--- src/rtl/bsc_pkg.sv ---
package bsc_pkg;
  typedef enum logic [2:0] {
    OP_ASR = 3'd0,
    OP_LSR = 3'd1,
    OP_LSL = 3'd2,
    OP_ROR = 3'd3,
    OP_RRX = 3'd4
  } shift_op_e;
endpackage

--- src/rtl/bsc_len_decode.sv ---
module bsc_len_decode #(
  parameter int DATA_W = 32,
  parameter int AMT_W  = 8,
  localparam int SH_W  = $clog2(DATA_W)
) (
  input  logic [AMT_W-1:0] amt_i,
  output logic             zero_o,
  output logic             full_o,
  output logic             over_o,
  output logic [SH_W-1:0]  rot_o,
  output logic             rot_full_o
);
  localparam logic [AMT_W-1:0] WIDTH_LEN = AMT_W'(DATA_W);

  always_comb begin
    zero_o     = (amt_i == '0);
    full_o     = (amt_i == WIDTH_LEN);
    over_o     = (amt_i > WIDTH_LEN);
    // DATA_W is a power of two, so the low bits give the length modulo DATA_W
    rot_o      = amt_i[SH_W-1:0];
    rot_full_o = !zero_o && (rot_o == '0);
  end
endmodule

--- src/rtl/bsc_shift_core.sv ---
module bsc_shift_core #(
  parameter int DATA_W = 32,
  localparam int SH_W  = $clog2(DATA_W)
) (
  input  logic [DATA_W-1:0] data_i,
  input  logic [SH_W-1:0]   amt_i,
  input  logic              fill_i,
  input  logic              rot_i,
  input  logic              rev_i,
  output logic [DATA_W-1:0] data_o,
  output logic              carry_o
);
  logic [DATA_W-1:0] src;
  logic [DATA_W-1:0] stage [SH_W+1];

  // left shift is done as right shift on the bit-reversed word
  always_comb begin
    for (int i = 0; i < DATA_W; i++)
      src[i] = rev_i ? data_i[DATA_W-1-i] : data_i[i];
  end

  assign stage[0] = src;

  for (genvar s = 0; s < SH_W; s++) begin : g_stage
    localparam int STEP = 1 << s;
    logic [STEP-1:0] wrap;
    assign wrap         = rot_i ? stage[s][STEP-1:0] : {STEP{fill_i}};
    assign stage[s+1]   = amt_i[s] ? {wrap, stage[s][DATA_W-1:STEP]} : stage[s];
  end

  always_comb begin
    for (int i = 0; i < DATA_W; i++)
      data_o[i] = rev_i ? stage[SH_W][DATA_W-1-i] : stage[SH_W][i];
  end

  // last bit shifted out; meaningless for amt_i == 0, the caller ignores it
  assign carry_o = src[amt_i - 1'b1];
endmodule

--- src/rtl/barrel_shift_carry.sv ---
module barrel_shift_carry
  import bsc_pkg::*;
#(
  parameter int DATA_W  = 32,
  parameter int AMT_W   = 8,
  parameter bit REG_OUT = 1'b0,
  localparam int SH_W   = $clog2(DATA_W)
) (
  input  logic              clk_i,
  input  logic              rst_ni,
  input  logic [DATA_W-1:0] data_i,
  input  logic [2:0]        op_i,
  input  logic [AMT_W-1:0]  amt_i,
  input  logic              carry_i,
  input  logic              flag_en_i,
  output logic [DATA_W-1:0] result_o,
  output logic              carry_o
);
  logic            len_zero, len_full, len_over, rot_full;
  logic [SH_W-1:0] rot_amt;
  logic [DATA_W-1:0] core_res;
  logic            core_c;
  logic            msb;
  logic            core_fill, core_rot, core_rev;
  logic [DATA_W-1:0] res_d;
  logic            sh_c, carry_d;

  assign msb = data_i[DATA_W-1];

  bsc_len_decode #(.DATA_W(DATA_W), .AMT_W(AMT_W)) i_len (
    .amt_i      (amt_i),
    .zero_o     (len_zero),
    .full_o     (len_full),
    .over_o     (len_over),
    .rot_o      (rot_amt),
    .rot_full_o (rot_full)
  );

  assign core_fill = (op_i == OP_ASR) ? msb : 1'b0;
  assign core_rot  = (op_i == OP_ROR);
  assign core_rev  = (op_i == OP_LSL);

  bsc_shift_core #(.DATA_W(DATA_W)) i_core (
    .data_i  (data_i),
    .amt_i   (rot_amt),
    .fill_i  (core_fill),
    .rot_i   (core_rot),
    .rev_i   (core_rev),
    .data_o  (core_res),
    .carry_o (core_c)
  );

  always_comb begin
    res_d = data_i;
    sh_c  = carry_i;
    unique case (op_i)
      OP_ASR: begin
        if (len_full || len_over) begin
          res_d = {DATA_W{msb}};
          sh_c  = msb;
        end else if (!len_zero) begin
          res_d = core_res;
          sh_c  = core_c;
        end
      end
      OP_LSR: begin
        if (len_full || len_over) begin
          res_d = '0;
          sh_c  = len_full ? msb : 1'b0;
        end else if (!len_zero) begin
          res_d = core_res;
          sh_c  = core_c;
        end
      end
      OP_LSL: begin
        if (len_full || len_over) begin
          res_d = '0;
          sh_c  = len_full ? data_i[0] : 1'b0;
        end else if (!len_zero) begin
          res_d = core_res;
          sh_c  = core_c;
        end
      end
      OP_ROR: begin
        if (rot_full) begin
          sh_c = msb;
        end else if (!len_zero) begin
          res_d = core_res;
          sh_c  = core_c;
        end
      end
      OP_RRX: begin
        res_d = {carry_i, data_i[DATA_W-1:1]};
        sh_c  = data_i[0];
      end
      default: ;
    endcase
  end

  assign carry_d = flag_en_i ? sh_c : carry_i;

  if (REG_OUT) begin : g_reg
    always_ff @(posedge clk_i or negedge rst_ni) begin
      if (!rst_ni) begin
        result_o <= '0;
        carry_o  <= 1'b0;
      end else begin
        result_o <= res_d;
        carry_o  <= carry_d;
      end
    end
  end else begin : g_comb
    assign result_o = res_d;
    assign carry_o  = carry_d;
  end

  a_r1_zero_len: assert property (@(posedge clk_i) disable iff (!rst_ni)
    (amt_i == '0 && op_i < 3'd4) |-> (res_d == data_i && sh_c == carry_i));

  a_r3_asr_sat: assert property (@(posedge clk_i) disable iff (!rst_ni)
    (op_i == OP_ASR && amt_i >= AMT_W'(DATA_W)) |-> (res_d == {DATA_W{msb}} && sh_c == msb));

  a_r4_lsr_over: assert property (@(posedge clk_i) disable iff (!rst_ni)
    (op_i == OP_LSR && amt_i > AMT_W'(DATA_W)) |-> (res_d == '0 && !sh_c));

  a_r5_lsl_fill: assert property (@(posedge clk_i) disable iff (!rst_ni)
    (op_i == OP_LSL && amt_i != '0) |-> !res_d[0]);

  a_r6_ror_ones: assert property (@(posedge clk_i) disable iff (!rst_ni)
    (op_i == OP_ROR) |-> ($countones(res_d) == $countones(data_i)));

  a_r7_rrx_top: assert property (@(posedge clk_i) disable iff (!rst_ni)
    (op_i == OP_RRX) |-> (res_d[DATA_W-1] == carry_i && sh_c == data_i[0]));
endmodule

--- config.mk ---
export PLATFORM = sky130hd
export DESIGN_NAME = barrel_shift_carry
export DESIGN_NICKNAME = d
export VERILOG_FILES = /design/src/rtl/bsc_pkg.sv /design/src/rtl/bsc_len_decode.sv /design/src/rtl/bsc_shift_core.sv /design/src/rtl/barrel_shift_carry.sv
export SDC_FILE = /design/constraint.sdc
export NUM_CORES = 1
export LEC_CHECK = 0
export BUFFER_PORTS_ARGS = -buffer_cell sky130_fd_sc_hd__buf_2
export CORE_MARGIN = 8
export CORE_UTILIZATION = 45
export DETAILED_ROUTE_END_ITERATION = 10
export SETUP_SLACK_MARGIN = 0.5
export SLEW_MARGIN = 20
export SYNTH_ARGS = -nofsm -noshare
export SYNTH_HDL_FRONTEND = slang
export SYNTH_SLANG_ARGS = --single-unit
export TNS_END_PERCENT = 30
--- constraint.sdc ---
create_clock -name vclk -period 11.1
set_input_delay 1.665 -clock vclk [all_inputs]
set_output_delay 1.665 -clock vclk [all_outputs]
set_load 0.02 [all_outputs]
==> impl_metrics.env <==
export IMPL_synth_area_per_cell_um2=7.48
export IMPL_core_area_um2=13100
export IMPL_fp_dieW_um=131
export IMPL_final_common_cell="nand2_1"
export IMPL_max_cap_violations=0
export IMPL_status="finished, final reports clean"
export IMPL_gp_congestion=1.03
export IMPL_p_leak_uw=0.00227
export IMPL_fp_dieArea_um2=17300
export IMPL_overflow=0
export IMPL_final_nets=840
export IMPL_fin_crit_ps=7910
export IMPL_yosys_area_top_type_share_pct=27.8
export IMPL_cts_resized=0
export IMPL_cp_common_cell="buf_4"
export IMPL_ir_worst_vdd_uv=36.2
export IMPL_path_buf_inv=5
export IMPL_portBuffers=78
export IMPL_critPathLaunchType="primary input"
export IMPL_tightest_slew_ps=1030
export IMPL_slew_violations=0
export IMPL_io_pins=80
export IMPL_cts_setup_buffers=0
export IMPL_final_seq_area_um2=0
export IMPL_final_cell_mix="nand2_1 (100), nor2_1 (79), buf_2 (78), mux4_2 (74), a21oi_1 (68)"
export IMPL_rsz0062_at_grt="no"
export IMPL_finalCritPeriodShare_pct=71.2
export IMPL_stdcell_count=966
export IMPL_drc=0
export IMPL_antenna_left=0
export IMPL_via_count=7610
export IMPL_ctsHoldBuffers=0
export IMPL_criticalPathCategory="primary input to output pin"
export IMPL_max_stage_delay_ps=780
export IMPL_antenna_found_initial=0
export IMPL_cp_cell_sequence="buf_2 > buf_4 > nor3b_4 > buf_4 > buf_4 > mux4_2 > mux4_2 > nand2_1 > a31oi_1 > a211oi_1 > nand3_1 > a21oi_1 > o22ai_1 > buf_2"
export IMPL_syn_inst=801
export IMPL_fmax_ghz=0.126
export IMPL_hold_violations=0
export IMPL_drt_pass1_iterations=7
export IMPL_initial_core_util_pct=45.6
export IMPL_nClkBuffers=0
export IMPL_path_max_fanout=65
export IMPL_max_slew_margin_pct=31.0
export IMPL_post_dp_hpwl_mm=21.4
export IMPL_end_kind="output pin"
export IMPL_fp_dieH_um=131
export IMPL_syn_num_nets=849
export IMPL_ys_warn_count=0
export IMPL_grt_pass1_wl_mm=44.8
export IMPL_area_growth_pct=3.66
export IMPL_dp_slack_ps=3300
export IMPL_min_path_type="primary input to output pin"
export IMPL_crit_family="buffers and inverters"
export IMPL_fillCellCount=1333
export IMPL_drive_gt1_share_pct=25.7
export IMPL_wl_per_cell_um=31.3
export IMPL_grt_total_usage_pct=33.1
export IMPL_grt_max_degree=66
export IMPL_required_ps=9440
export IMPL_critPathSlowestCell="buf_4"
export IMPL_synth_cell_type_count=79
export IMPL_synth_top_cell_by_area="mux4_2"
export IMPL_cp_arrival_ps=6240
export IMPL_drt_total_wl_mm=30.2
export IMPL_grt_pass1_vias=6734
export IMPL_netlist_area_um2=5990
export IMPL_place_inst=966
export IMPL_synth_area_top_cells="mux4_2 (28%), mux2i_1 (6.4%), nand2_1 (6.3%)"
export IMPL_finalSetupViolations=0
export IMPL_setup_tns_ps=0
export IMPL_power_density_nw_per_um2=59.4
export IMPL_num_rows=42
export IMPL_fin_ws_ps=3190
export IMPL_num_antenna_cells=0
export IMPL_seq_cell_count=0
export IMPL_drt_iter0_drc=1404
export IMPL_p_total_uw=368
export IMPL_hold_slack_ps=3640
export IMPL_yosysSeqAreaShare_pct=0
export IMPL_vias_per_cell=7.88
[worst paths after layout]
kind      start      endpoint  slack (ps)  cells past startpoint
max     op_i[2]  result_o[24]        3190                     14
min   flag_en_i       carry_o        3640                      3
[synth_stat cells, types with 3 or more instances]
master and instances:
o21a_1 3, a2bb2oi_1 4, nand2b_1 5, o2111ai_1 5
a21oi_1 68, and2_1 5, or2_2 5, mux2_2 11
a211oi_1 17, o221ai_1 10, mux4_2 74, a22oi_1 10
a221oi_1 8, o31ai_1 9, a21o_1 5, nor3_1 11
nor2_1 79, mux2i_1 38, buf_1 3, a211o_1 4
o21ai_1 6, clkbuf_1 78, o22a_1 5, o21ai_0 64
buf_2 8, nand3_1 16, a31oi_1 12, nand2_1 100
a22o_1 7, a221oi_2 4, o211ai_1 13, buf_4 6
o22ai_1 22, inv_2 4, and3_1 7, buf_6 6
inv_1 8, or3_1 7
[power by group]
group          internal (uW)  switching, uW  leakage, uW  total, uW
Sequential                 0              0            0          0
Clock                      0              0            0          0
Combinational            135            233      0.00227        368
Total                    135            233      0.00227        368
[stage by stage]
step | utilization (%) | area, um^2
2_1_floorplan | - | 5990
6_report | 47.2 | 6210
5_1_grt | 47.2 | 6210
4_1_cts | 47.2 | 6210
3_5_place_dp | 47.2 | 6210
3_3_place_gp | 47.2 | 6210
[tightest hold or removal path, cell delays in order]
cell and delay (ps):
buf_2 90, a31oi_1 70, buf_2 150
[per-layer routing]
metal / track usage, % / part of all wire, % / vias to the layer above
li1: - / - / 3134
met1: 46.4 / 38 / 3668
met2: 47.6 / 43 / 684
met3: 9.07 / 14 / 124
met4: 11.6 / 4.6 / 0
met5: 0 / 0 / -
[logic make-up (layout without fill, tap and decap cells)]
| group | Yosys count | after routing | share of synthesized area [%] |
|---|---|---|---|
| multiplexers | 124 | 124 | 36.7 |
| AND/OR/NAND/NOR | 250 | 250 | 18.8 |
| AO/OA/AOI/OAI | 307 | 307 | 34.6 |
| XOR/XNOR | 3 | 3 | 0.564 |
| buffers and inverters | 116 | 105 | 9.11 |
| adder cells (fa/ha/maj) | 1 | 1 | 0.209 |
[area by class of cell]
cell class	count	area, um^2	area share (%)
multi-input cells	685	5440	87.7
inverters	13	48.8	0.786
repair buffers	92	495	7.98
well taps	176	220	3.55
Power figures use the tool's default switching activity.
